## src/rtl/dram_ctl_pkg.sv

```systemverilog
package dram_ctl_pkg;

  typedef enum logic [2:0] {
    ST_IDLE,
    ST_ROW,
    ST_COL,
    ST_PRE,
    ST_REF
  } ctlState_t;

  typedef struct packed {
    logic load;     // latch request fields
    logic rasOn;    // row strobe active
    logic casOn;    // column strobe active
    logic useCol;   // drive column half
    logic useRef;   // drive refresh row
    logic capture;  // sample read data
    logic refInc;   // advance refresh row
  } ctlStrobe_t;

endpackage

```

## src/rtl/dram_ctl_fsm.sv

```systemverilog
module dram_ctl_fsm
  import dram_ctl_pkg::*;
#(
  parameter int RCD_CLKS     = 2,
  parameter int CAS_CLKS     = 2,
  parameter int PRE_CLKS     = 2,
  parameter int REF_CLKS     = 3,
  parameter int REF_INTERVAL = 390,
  parameter int BURST_LEN    = 8
) (
  input  logic       clk,
  input  logic       rstN,
  input  logic       reqValid,
  input  logic       frameEnd,
  output logic       reqReady,
  output logic       hostIrq,
  output ctlStrobe_t stb
);
  localparam int TMAX    = RCD_CLKS + CAS_CLKS + PRE_CLKS + REF_CLKS;
  localparam int TW      = $clog2(TMAX + 1);
  localparam int IW      = $clog2(REF_INTERVAL + 1);
  localparam int OW      = $clog2(BURST_LEN + 2) + 1;
  localparam int OMAX    = (1 << OW) - 1;
  localparam int MAXWAIT = RCD_CLKS + CAS_CLKS + PRE_CLKS + 1;

  ctlState_t       state;
  logic [TW-1:0]   timer;
  logic [IW-1:0]   ivl;
  logic [OW-1:0]   owed;
  logic [OW-1:0]   owedNext;
  logic            tick, take, accept, tEnd;
  int              owedSum;

  assign tick     = (ivl == '0);
  assign tEnd     = (timer == '0);
  assign reqReady = (state == ST_IDLE) && (owed == '0);
  assign take     = (state == ST_IDLE) && (owed != '0);
  assign accept   = reqReady && reqValid;

  always_comb begin
    owedSum = int'(owed) + (tick ? 1 : 0) + (frameEnd ? BURST_LEN : 0)
              - (take ? 1 : 0);
    owedNext = (owedSum > OMAX) ? OW'(OMAX) : OW'(owedSum);
  end

  always_ff @(posedge clk) begin
    if (!rstN) begin
      ivl     <= IW'(REF_INTERVAL - 1);
      owed    <= '0;
      hostIrq <= 1'b0;
    end else begin
      ivl     <= tick ? IW'(REF_INTERVAL - 1) : ivl - 1'b1;
      owed    <= owedNext;
      hostIrq <= frameEnd;
    end
  end

  always_ff @(posedge clk) begin
    if (!rstN) begin
      state <= ST_IDLE;
      timer <= '0;
    end else begin
      case (state)
        ST_IDLE: begin
          if (take) begin
            state <= ST_REF;
            timer <= TW'(REF_CLKS - 1);
          end else if (accept) begin
            state <= ST_ROW;
            timer <= TW'(RCD_CLKS - 1);
          end
        end
        ST_ROW: begin
          if (tEnd) begin
            state <= ST_COL;
            timer <= TW'(CAS_CLKS - 1);
          end else timer <= timer - 1'b1;
        end
        ST_COL, ST_REF: begin
          if (tEnd) begin
            state <= ST_PRE;
            timer <= TW'(PRE_CLKS - 1);
          end else timer <= timer - 1'b1;
        end
        ST_PRE: begin
          if (tEnd) state <= ST_IDLE;
          else timer <= timer - 1'b1;
        end
        default: state <= ST_IDLE;
      endcase
    end
  end

  always_comb begin
    stb         = '0;
    stb.load    = accept;
    stb.rasOn   = (state == ST_ROW) || (state == ST_COL) || (state == ST_REF);
    stb.casOn   = (state == ST_COL);
    stb.useCol  = (state == ST_COL);
    stb.useRef  = (state == ST_REF);
    stb.capture = (state == ST_COL) && tEnd;
    stb.refInc  = (state == ST_REF) && tEnd;
  end

  // Strobe spacing monitors for the assertions below
  logic [TW-1:0] rasLowCnt, rasHighCnt;
  logic [TW:0]   waitCnt;

  always_ff @(posedge clk) begin
    if (!rstN) begin
      rasLowCnt  <= '0;
      rasHighCnt <= TW'(PRE_CLKS);
      waitCnt    <= '0;
    end else begin
      rasLowCnt  <= !stb.rasOn ? '0 : (rasLowCnt == '1 ? rasLowCnt : rasLowCnt + 1'b1);
      rasHighCnt <= stb.rasOn ? '0 : (rasHighCnt == '1 ? rasHighCnt : rasHighCnt + 1'b1);
      waitCnt    <= (owed != '0 && state != ST_REF) ? waitCnt + 1'b1 : '0;
    end
  end


  rcd_met_chk: assert property (@(posedge clk) disable iff (!rstN)
    $rose(stb.casOn) |-> rasLowCnt >= TW'(RCD_CLKS));


  precharge_met_chk: assert property (@(posedge clk) disable iff (!rstN)
    $rose(stb.rasOn) |-> rasHighCnt >= TW'(PRE_CLKS));


  refresh_wait_chk: assert property (@(posedge clk) disable iff (!rstN)
    waitCnt <= (TW+1)'(MAXWAIT));


  ready_idle_chk: assert property (@(posedge clk) disable iff (!rstN)
    reqReady |-> !stb.rasOn);

endmodule

```

## src/rtl/dram_ctl_dp.sv

```systemverilog
module dram_ctl_dp
  import dram_ctl_pkg::*;
#(
  parameter int AW = 14,
  parameter int DW = 8
) (
  input  logic                  clk,
  input  logic                  rstN,
  input  ctlStrobe_t            stb,
  input  logic                  reqWrite,
  input  logic [AW-1:0]         reqAddr,
  input  logic [DW-1:0]         reqWData,
  output logic                  rdValid,
  output logic [DW-1:0]         rdData,
  output logic [AW-AW/2-1:0]    dramAddr,
  output logic                  dramRasN,
  output logic                  dramCasN,
  output logic                  dramRw,
  output logic [DW-1:0]         dramDout,
  output logic                  dramDoe,
  input  logic [DW-1:0]         dramDin
);
  localparam int COL_W = AW / 2;
  localparam int ROW_W = AW - COL_W;

  logic [ROW_W-1:0] rowReg, refRow;
  logic [COL_W-1:0] colReg;
  logic             wrReg;
  logic [DW-1:0]    wdReg;

  always_ff @(posedge clk) begin
    if (!rstN) begin
      rowReg <= '0;
      colReg <= '0;
      wrReg  <= 1'b0;
      wdReg  <= '0;
    end else if (stb.load) begin
      rowReg <= reqAddr[AW-1:COL_W];
      colReg <= reqAddr[COL_W-1:0];
      wrReg  <= reqWrite;
      wdReg  <= reqWData;
    end
  end

  always_ff @(posedge clk) begin
    if (!rstN) refRow <= '0;
    else if (stb.refInc) refRow <= refRow + 1'b1;
  end

  always_ff @(posedge clk) begin
    if (!rstN) begin
      rdValid <= 1'b0;
      rdData  <= '0;
    end else begin
      rdValid <= stb.capture && !wrReg;
      if (stb.capture && !wrReg) rdData <= dramDin;
    end
  end

  always_comb begin
    if (stb.useRef)      dramAddr = refRow;
    else if (stb.useCol) dramAddr = ROW_W'(colReg);
    else                 dramAddr = rowReg;
  end

  assign dramRasN = !stb.rasOn;
  assign dramCasN = !stb.casOn;
  assign dramRw   = !(stb.casOn && wrReg);
  assign dramDoe  = stb.casOn && wrReg;
  assign dramDout = wdReg;


  cas_under_ras_chk: assert property (@(posedge clk) disable iff (!rstN)
    !dramCasN |-> !dramRasN);


  ref_no_cas_chk: assert property (@(posedge clk) disable iff (!rstN)
    stb.useRef |-> dramCasN);

endmodule

```

## src/rtl/dram_refresh_ctl.sv

```systemverilog
module dram_refresh_ctl
  import dram_ctl_pkg::*;
#(
  parameter int RCD_CLKS     = 2,
  parameter int CAS_CLKS     = 2,
  parameter int PRE_CLKS     = 2,
  parameter int REF_CLKS     = 3,
  parameter int REF_INTERVAL = 390,
  parameter int BURST_LEN    = 8
) (
  input  logic       clk,
  input  logic       rstN,
  input  logic       reqValid,
  output logic       reqReady,
  input  logic       reqWrite,
  input  logic [13:0] reqAddr,
  input  logic [7:0] reqWData,
  output logic       rdValid,
  output logic [7:0] rdData,
  input  logic       frameEnd,
  output logic       hostIrq,
  output logic [6:0] dramAddr,
  output logic       dramRasN,
  output logic       dramCasN,
  output logic       dramRw,
  output logic [7:0] dramDout,
  output logic       dramDoe,
  input  logic [7:0] dramDin
);
  ctlStrobe_t stb;

  dram_ctl_fsm #(
    .RCD_CLKS(RCD_CLKS), .CAS_CLKS(CAS_CLKS), .PRE_CLKS(PRE_CLKS),
    .REF_CLKS(REF_CLKS), .REF_INTERVAL(REF_INTERVAL), .BURST_LEN(BURST_LEN)
  ) u_fsm (
    .clk(clk), .rstN(rstN), .reqValid(reqValid), .frameEnd(frameEnd),
    .reqReady(reqReady), .hostIrq(hostIrq), .stb(stb)
  );

  dram_ctl_dp #(.AW(14), .DW(8)) u_dp (
    .clk(clk), .rstN(rstN), .stb(stb), .reqWrite(reqWrite),
    .reqAddr(reqAddr), .reqWData(reqWData), .rdValid(rdValid),
    .rdData(rdData), .dramAddr(dramAddr), .dramRasN(dramRasN),
    .dramCasN(dramCasN), .dramRw(dramRw), .dramDout(dramDout),
    .dramDoe(dramDoe), .dramDin(dramDin)
  );

endmodule

```

## config.mk

```make
export PLATFORM = sky130hd
export DESIGN_NAME = dram_refresh_ctl
export DESIGN_NICKNAME = d
export VERILOG_FILES = /design/src/rtl/dram_ctl_pkg.sv /design/src/rtl/dram_ctl_fsm.sv /design/src/rtl/dram_ctl_dp.sv /design/src/rtl/dram_refresh_ctl.sv
export SDC_FILE = /design/constraint.sdc
export NUM_CORES = 1
export LEC_CHECK = 0
export BUFFER_PORTS_ARGS = -buffer_cell sky130_fd_sc_hd__buf_2
export CORE_ASPECT_RATIO = 1.75
export CORE_MARGIN = 4
export CORE_UTILIZATION = 55
export CTS_CLUSTER_SIZE = 25
export DETAILED_ROUTE_END_ITERATION = 10
export PLACE_DENSITY = 0.89
export SETUP_SLACK_MARGIN = 0.15
export SLEW_MARGIN = 20
export SYNTH_ARGS = -nofsm -noshare
export SYNTH_HDL_FRONTEND = slang
export SYNTH_SLANG_ARGS = --single-unit
```

## constraint.sdc

```tcl
create_clock -name clk -period 8.03 [get_ports clk]
set_input_delay 0.4015 -clock clk [delete_from_list [all_inputs] [get_ports clk]]
set_output_delay 0.4015 -clock clk [all_outputs]
set_load 0.005 [all_outputs]
```

# Word-level counts from Yosys, hierarchy flattened
# Cells that the tools add are included.
# Widths: inputs -> output; s select.
dict set report totals {
  regBits 61
  latch_bits 0
  mem_bits_rw 0
  romBits 0
  inputBits 35
  output_inout_bits 30
  elab_cells 70
  memories 0
}
dict set report classes {
  addsub 6
  multipliers 0
  n_div 0
  n_lt_le_gt_ge 1
  n_eq_ne 9
  n_shift 0
  muxes 17
  bitwise_logic 1
  reduce_logical 24
}
# operator n
set op_table {}
lappend op_table {{$add 32x32->32} 1}
lappend op_table {{$add 6x32->32} 1}
lappend op_table {{$gt 32x6->1 const B} 1}
lappend op_table {{$sub 32x32->32} 1}
lappend op_table {{$mux 4} 5}
lappend op_table {{$mux 3} 5}
lappend op_table {{$mux 7} 2}
lappend op_table {{$pmux 3 s4} 1}
lappend op_table {{$pmux 4 s3} 1}
lappend op_table {{$logic_not 9->1} 1}
lappend op_table {{$sub 9x1->9 const B} 1}
lappend op_table {{$add 7x1->7 const B} 1}
lappend op_table {{$logic_and 1x1->1} 7}
lappend op_table {{$eq 3x2->1 const B} 2}
lappend op_table {{$ne 2x1->1 const B} 3}
lappend op_table {{$logic_not 5->1} 1}
lappend op_table {{$mux 5} 1}
lappend op_table {{$reduce_bool 5->1} 1}
lappend op_table {{$logic_not 1->1} 4}
lappend op_table {{$logic_not 4->1} 1}
lappend op_table {{$reduce_and 4->1} 1}
lappend op_table {{$reduce_or 2->1} 2}
lappend op_table {{$sub 4x1->4 const B} 1}
lappend op_table {{$eq 3x1->1 const B} 1}
lappend op_table {{other kinds (10)} 12}

# Depth between registers and ports, before layout
# Gate-level depths: netlist of run 1.
dict set report depth {
  depth_word 7
  ltp_mapped 14
  ltp_nobuf 14
}

# Modules after synthesis
# From an unflattened synthesis of run 1, not the netlist that was laid out.
dict set report unflattened {
  cells_unflattened 338
  hier_area_um2 3118.0
}
# mod instances cells_per_inst area_per_inst_um2 seq_area_each_um2
set modules_own_cells {}
lappend modules_own_cells {dram_ctl_dp 1 172 1659.1 780.7}
lappend modules_own_cells {dram_ctl_fsm 1 166 1458.9 440.4}

# Worst setup path after synthesis of run 1
# OpenSTA, ideal clock, no wires.
dict set report synth_timing {
  path_kind {flip-flop to flip-flop}
  start {reg u_fsm.ivl[5]}
  end {reg u_fsm.owed[2]}
  setup_time_ns 0.152
  t_arrival_ns 2.569
  required_ns 7.878
  slack_ns 5.309
  stages_incl_launch_ff 11
  n_path_buf 0
  period_less_slack_ns 2.721
  cell_sequence {dfxtp_1 > or4_4 > nor4_1 > ha_1 > a21oi_1 > nor3_1 > a211oi_1 > ha_1 > nand2b_1 > o21ai_0 > o22ai_1}
}
dict set report synth_between {
  elab_chain_cells 7
}
# item line_no
set synth_rtl {}
lappend synth_rtl {{start: declaration} dram_ctl_fsm.sv:28} ;# logic [IW-1:0] ivl;
lappend synth_rtl {{start signal: assignment} dram_ctl_fsm.sv:48} ;# ivl <= IW'(REF_INTERVAL - 1);
lappend synth_rtl {{start signal: assignment} dram_ctl_fsm.sv:52} ;# ivl <= tick ? IW'(REF_INTERVAL - 1) : ivl - 1'b1;
lappend synth_rtl {{$logic_not 9->1 (*)} dram_ctl_fsm.sv:34} ;# assign tick = (ivl == '0);
lappend synth_rtl {{$mux 1 (*)} dram_ctl_fsm.sv:41} ;# owedSum = int'(owed) + (tick ? 1 : 0) + (frameEnd ? BURST_LEN : 0)
lappend synth_rtl {{$add 6x32->32 (*)} dram_ctl_fsm.sv:41}
lappend synth_rtl {{$add 32x32->32 (*)} dram_ctl_fsm.sv:41}
lappend synth_rtl {{$sub 32x32->32 (*)} dram_ctl_fsm.sv:42} ;# - (take ? 1 : 0);
lappend synth_rtl {{$gt 32x6->1} dram_ctl_fsm.sv:43} ;# owedNext = (owedSum > OMAX) ? OW'(OMAX) : OW'(owedSum);
lappend synth_rtl {{$mux 5 (*)} dram_ctl_fsm.sv:43}
lappend synth_rtl {{end signal: assignment} dram_ctl_fsm.sv:53} ;# owed <= owedNext;
lappend synth_rtl {{end: declaration} dram_ctl_fsm.sv:29} ;# logic [OW-1:0] owed;
# Every way passes the cells marked *; elsewhere a longest branch is shown, timed or not.
# A chain may end at the register's enable or synchronous reset.

# Worst setup path after layout of run 1
dict set report layout_timing {
  start {reg u_fsm.state[0]}
  end {reg u_fsm.owed[1]}
}
dict set report layout_between {
  elab_chain_cells 6
}
# item line_no
set layout_rtl {}
lappend layout_rtl {{start: declaration} dram_ctl_fsm.sv:26} ;# ctlState_t state;
lappend layout_rtl {{start signal: assignment} dram_ctl_fsm.sv:60} ;# state <= ST_IDLE;
lappend layout_rtl {{start signal: assignment} dram_ctl_fsm.sv:66} ;# state <= ST_REF;
lappend layout_rtl {{start signal: assignment} dram_ctl_fsm.sv:69} ;# state <= ST_ROW;
lappend layout_rtl {{$logic_not 3->1 (*)} dram_ctl_fsm.sv:37} ;# assign take = (state == ST_IDLE) && (owed != '0);
lappend layout_rtl {{$logic_and 1x1->1 (*)} dram_ctl_fsm.sv:37}
lappend layout_rtl {{$mux 1 (*)} dram_ctl_fsm.sv:42}
lappend layout_rtl {{$sub 32x32->32 (*)} dram_ctl_fsm.sv:42}
lappend layout_rtl {{$gt 32x6->1} dram_ctl_fsm.sv:43}
lappend layout_rtl {{$mux 5 (*)} dram_ctl_fsm.sv:43}
# Marks and branches as above.

==> flow_summary.yaml, run 1 <==
setup_path:
  reg2reg_from: "u_fsm.state[0]$_SDFFE_PN0P_"
  path_class: "flip-flop to flip-flop"
  startpoint_type: "flip-flop"
  crit_required_ns: 8.23
  endpoint_kind: "flip-flop"
  arrival_ns: 3.53
  slowest_stage: "dfxtp_1"
  reg2reg_depth: 13
  critPathMostFrequentCell: "ha_1"
  critPathMaxFanout: 24
  r2r-end: "u_fsm.owed[1]$_SDFF_PN0_"
  cpPeakStageDelay_ns: 0.54
  crit_chain: "or3_1 > a41o_1 > inv_1 > ha_1 > inv_1 > ha_1 > a21oi_1 > nor3_1 > a211oi_1 > ha_1 > nand2b_1 > o21ai_0 > o21ai_0"
  r2r_setup_slack_ns: 4.70
synthesis:
  syn-num-nets: 370
  synth-edff-count: 0
  synth_area_um2: 2940
  synthCells: 321
  synth_top_cell_by_area: "dfxtp_1"
  async_reset_ff_share_pct: 0
  synth_top_area_share_pct: 41.6
  avgSynthCellArea_um2: 9.15
  synthFlopType: "dfxtp_1"
  synth_most_common_cell: "dfxtp_1"
  ys_ff_latch: 61
  netlist_top_cells_count: "dfxtp_1 (61), nor2_1 (49), mux2i_1 (31)"
  synthTopCellsByArea: "dfxtp_1 (42%), mux2i_1 (11%), nor2_1 (6.3%)"
  seq_area_frac_synth_pct: 41.6
  yosys_warnings: 0
  ys_types: 50
clocking:
  h-tree-depth: 3
  clock_latency_ns: 0.35
  cts_num_sinks: 61
  cts.clk_slew.worst_paths_ns: 0.07
  cts_buffers: 9
  postCtsSetupRepairBufs: 0
  ctsHoldBuffers: 0
  cts_tree: "built"
  clockRootBuffer: "clkbuf_8"
  cts-resized-gates: 0
  clockBufferDepth: 2
min_path:
  hp-start: "dramDin[5]"
  hold_depth: 3
  hold_class: "primary input to flip-flop"
  holdPathEnd: "u_dp.rdData[5]$_SDFFE_PN0P_"
cells_and_area:
  fin_util_pct: 66.8
  drive_above_1_share_pct: 22.9
  fill_cells: 398
  nets: 433
  n_antenna_cell: 0
  synthToLayoutAreaGrowth_pct: 18.5
route:
  drc: 0
  drt-total-wl_mm: 6.81
  vias_per_cell: 5.67
  firstDrtPassIters: 4
  detail-route-antenna-nets: 0
  drt_iter0_markers: 106
  wl_per_cell_um: 15.3
  vias: 2518
power_and_ir_drop:
  ir_drop_mv: 0.235
  leakagePower_nw: 1.78
  p_total_mw: 1.18
  power_density_nw_per_um2: 338
sta:
  hold_viol_final: 0
  maxSlewViolCount: 0
  tns_ns: 0
  worstMarginPinSlew_ns: 0.816
  finalCritPeriodShare_pct: 41.5
  skew_ns: 0.00836
  setup_viol: 0
  fmaxAchievable_ghz: 0.300
  slew_headroom_pct: 45.5
  grt_setup_unrepaired: "false"
  min_period_ns: 3.33
die:
  fp.dieW_um: 63.2
  core_area_um2: 5210
  rows: 35
  dieArea_um2: 6620
  die_h_um: 105
  initial_utilization_pct: 56.4
  ios: 65
global_routing:
  grt_overflow: 0
  grt_pass1_wl_mm: 11.6
  grt_pass1_vias: 2598
  grt_max_degree: 45
  grt_antenna_before_repair: 0
  grt_usage_pct: 22.2
placed_design:
  hpwl_mm: 4.89
  port_buffers: 64
  gp_congestion: 0.879
run:
  drv_cap: 0
outcome:
  run_status: "complete, no violations"
==> area by class of cell <==
class	instances	area, um2	area share (%)
clock buffers	11	141	4.06
clock inverters	5	60.1	1.73
inverters	21	78.8	2.26
multi-input cells	225	1580	45.3
flip-flops and latches	61	1220	35.1
well taps	55	68.8	1.98
repair buffers	66	335	9.63
==> worst max-delay path: cells and delay by family, from the launching register on <==
family,cells,cell delay (ns)
buf+inv,2,0.14
fa+ha+maj,3,0.70
compound gates,5,0.97
flops,1,0.54
simple gates,3,0.84
==> stage by stage <==
stage | instances | setup WS [ns] | hold WS (ns) | cell area, um2
after floorplan | 321 | 5.31 | 0.395 | 2940
after global placement | 428 | 4.84 | 0.420 | 3280
after detailed placement | 428 | 4.68 | 0.448 | 3280
after CTS | 444 | 4.66 | 0.277 | 3480
after global routing | 444 | 4.34 | 0.288 | 3480
final | 444 | 4.70 | 0.283 | 3480
==> per-layer routing <==
metal	wire length [um]	vias to the layer above	part of all wire, %	track usage, %
met1	2540	1152	37	22.5
met4	327	0	4.8	15.8
met2	3650	80	54	38.9
met3	290	30	4.3	5.38
met5	0	-	0	0
li1	-	1256	-	-
==> logic make-up (layout without fill, tap and decap cells) <==
kind of cell	after synthesis	in the layout	share of synthesized area, %
flip-flops	61	61	41.6
AND/OR/NAND/NOR	112	112	19.0
multiplexers	31	31	10.6
AO/OA/AOI/OAI	54	54	13.6
buffers and inverters	35	103	4.85
adder cells (fa/ha/maj)	14	14	6.22
XOR/XNOR	14	14	4.17
==> worst max path at each step <==
stage	startpoint	slack, ns	endpoint
2_1_floorplan	u_fsm.ivl[5]$_SDFF_PP0_	5.31	u_fsm.owed[2]$_SDFF_PN0_
3_3_place_gp	u_fsm.state[0]$_SDFFE_PN0P_	4.84	u_fsm.owed[1]$_SDFF_PN0_
3_5_place_dp	u_fsm.state[0]$_SDFFE_PN0P_	4.68	u_fsm.owed[1]$_SDFF_PN0_
4_1_cts	u_fsm.state[0]$_SDFFE_PN0P_	4.66	u_fsm.owed[1]$_SDFF_PN0_
5_1_grt	u_fsm.state[0]$_SDFFE_PN0P_	4.34	u_fsm.owed[0]$_SDFF_PN0_
6_report	u_fsm.state[0]$_SDFFE_PN0P_	4.70	u_fsm.owed[1]$_SDFF_PN0_
==> cells in the final DEF (no fill, tap or decap), types with 4 or more instances in the layout <==
cell type	count
xnor2_1	7
o22a_1	14
nand3b_1	4
nand2_1	20
inv_1	20
nor4_1	6
nor2_1	49
o21ai_0	5
dfxtp_1	61
buf_2	64
mux2i_1	31
ha_1	13
nand3_1	5
clkbuf_8	10
nand2b_1	6
xor2_1	7
nor3_1	5
a21oi_1	8
==> state kept, by name, indices dropped and copies added, names as in the netlist <==
name / count
u_fsm.hostIrq: 1
u_dp.rdValid: 1
u_fsm.owed: 5
u_dp.colReg: 7
u_dp.rdData: 8
u_fsm.ivl: 9
u_fsm.timer: 4
u_dp.wrReg: 1
u_dp.rowReg: 7
u_dp.refRow: 7
u_dp.dramDout: 8
u_fsm.state: 3
==> where the power goes <==
part,total [mW],internal [mW],switching (mW)
Clock,0.275,0.152,0.123
Combinational,0.497,0.230,0.267
Sequential,0.406,0.350,0.0564
(Power assumes the default switching activity.)
==> run 2, diff against run 1 <==
Settings changed: CORE_UTILIZATION 55 to 54, PLACE_DENSITY 0.89 to 0.88.
Clock period 8.03 ns to 3.4 ns, I/O delays scaled along.
==> flow_summary.yaml, run 2 (same netlist as run 1, synthesis figures left out) <==
global_routing:
  grt_max_degree: 27
  grt_usage_pct: 21.7
  grt_antenna_before_repair: 0
  grt_pass1_wl_mm: 11.4
  grt_pass1_vias: 2564
  grt_overflow: 0
cells_and_area:
  synthToLayoutAreaGrowth_pct: 19.3
  multiInputGateArea_um2: 1570
  final_common_cell: "buf_2"
  drive_above_1_share_pct: 23.8
  n_antenna_cell: 0
  nets: 435
  fill_cells: 439
  layout_common_cells: "buf_2 (64), dfxtp_1 (60), nor2_1 (49), mux2i_1 (31)"
  largest_reg_flops: 9
  largest-register: "u_fsm.ivl"
  postLayoutCellArea_um2: 3500
  seqCellArea_um2: 1220
sta:
  whs_ns: 0.0545
  grt_setup_unrepaired: "false"
  slew_headroom_pct: 43.3
  finalCritPeriodShare_pct: 86.2
  worstMarginPinSlew_ns: 0.829
  hold_viol_final: 0
  maxSlewViolCount: 0
  finalWorstSetupSlack_ns: 0.468
  fmaxAchievable_ghz: 0.341
  skew_ns: 0.00845
  tns_ns: 0
  setup_viol: 0
  min_period_ns: 2.93
clocking:
  clockBufferDepth: 2
  cts_num_sinks: 61
  ctsHoldBuffers: 0
  clock_latency_ns: 0.34
  cts_buffers: 9
  h-tree-depth: 3
  clockRootBuffer: "clkbuf_8"
  cts.clk_slew.worst_paths_ns: 0.07
  cts_tree: "built"
setup_path:
  endpoint_kind: "flip-flop"
  critPathMaxFanout: 12
  reg2reg_from: "u_fsm.state[2]$_SDFFE_PN0P_"
  startpoint_type: "flip-flop"
  arrival_ns: 3.18
  r2r_setup_slack_ns: 0.47
  crit_required_ns: 3.64
  path_class: "flip-flop to flip-flop"
  r2r-end: "u_fsm.owed[4]$_SDFF_PN0_"
  reg2reg_depth: 14
power_and_ir_drop:
  power_density_nw_per_um2: 803
  leakagePower_nw: 1.79
  ir_drop_mv: 0.579
route:
  vias_per_cell: 5.74
  wl_per_cell_um: 15.5
  firstDrtPassIters: 4
  drt-total-wl_mm: 6.92
  vias: 2560
  drt_iter0_markers: 64
  drc: 0
  detail-route-antenna-nets: 0
run:
  drv_cap: 0
die:
  die_h_um: 106
  dieArea_um2: 6730
  ios: 65
  rows: 35
  core_area_um2: 5260
  fp.dieW_um: 63.8
  initial_utilization_pct: 55.9
placed_design:
  placed_cell_area_um2: 3290
  hpwl_mm: 5.13
  pre_cts_slack_ns: 0.368
  port_buffers: 64
  gp_congestion: 0.917
min_path:
  hold_class: "primary input to flip-flop"
  hold_depth: 3
  holdPathEnd: "u_dp.rdData[2]$_SDFFE_PN0P_"
  hp-start: "dramDin[2]"
outcome:
  run_status: "complete, no violations"
run 2: cell count changes in the layout (fill, tap and decap cells not counted):
cell,previous run,this run
buf_4,2,4
a2111oi_0,1,2
a2111oi_1,1,0
clkbuf_1,1,0
clkbuf_8,10,11
clkinv_4,2,1
clkinvlp_4,1,2
dfxtp_1,61,60
dfxtp_2,0,1
o21ai_0,5,4
o21ai_1,1,2
run 2: area by class of cell:
class / count / share of cell area, %
clock inverters: 5 / 1.68
repair buffers: 68 / 10.0
well taps: 55 / 1.96
multi-input cells: 225 / 44.9
clock buffers: 11 / 4.32
inverters: 21 / 2.25
flip-flops and latches: 61 / 34.9
run 2: worst max-delay path, stage by stage, from the launching register on:
cell,delay [ns]
dfxtp_1,0.41
or3_1,0.40
a41o_1,0.24
inv_1,0.06
ha_1,0.12
inv_1,0.06
ha_1,0.27
a21oi_1,0.18
nor3_1,0.08
a211oi_1,0.25
ha_1,0.28
nand2b_1,0.09
o21a_1,0.10
o21ai_1,0.11
o22ai_1,0.18
run 2: through the flow:
step | cells | utilization (%) | total power, mW
after floorplan | 321 | - | 1.82
after global placement | 430 | 62.7 | 2.09
after detailed placement | 430 | 62.7 | 2.14
after CTS | 446 | 66.7 | 2.82
after global routing | 446 | 66.7 | 3.02
final | 446 | 66.7 | 2.81
run 2: how the worst max path moves through the flow:
stage	start	to	slack, ns
after floorplan	u_fsm.ivl[5]$_SDFF_PP0_	u_fsm.owed[2]$_SDFF_PN0_	0.68
after global placement	u_fsm.state[1]$_SDFFE_PN0P_	u_fsm.owed[2]$_SDFF_PN0_	0.46
after detailed placement	u_fsm.state[1]$_SDFFE_PN0P_	u_fsm.owed[2]$_SDFF_PN0_	0.37
after CTS	u_fsm.state[1]$_SDFFE_PN0P_	u_fsm.owed[1]$_SDFF_PN0_	0.32
after global routing	u_fsm.state[2]$_SDFFE_PN0P_	u_fsm.owed[1]$_SDFF_PN0_	0.20
final	u_fsm.state[2]$_SDFFE_PN0P_	u_fsm.owed[4]$_SDFF_PN0_	0.47
run 2: what timing repair did:
action | 4_1_cts | 5_1_grt
gates resized for setup | 0 | 2
setup endpoints to repair | 0 | 5
hold endpoints to repair | 0 | 0
buffers inserted | 0 | 0
run 2: layer usage:
metal,share of wire [%],up-vias,global-route usage [%]
li1,-,1249,-
met1,36,1228,21.9
met2,56,63,39.4
met3,4.3,20,5.33
met4,2.9,0,12.5
met5,0,-,0
run 2: where the power goes:
part           switching, mW  internal [mW]  leakage, nW
sequential             0.117          0.827        0.497
clock                  0.293          0.378        0.102
combinational          0.645          0.554         1.19
total                   1.06           1.76         1.79
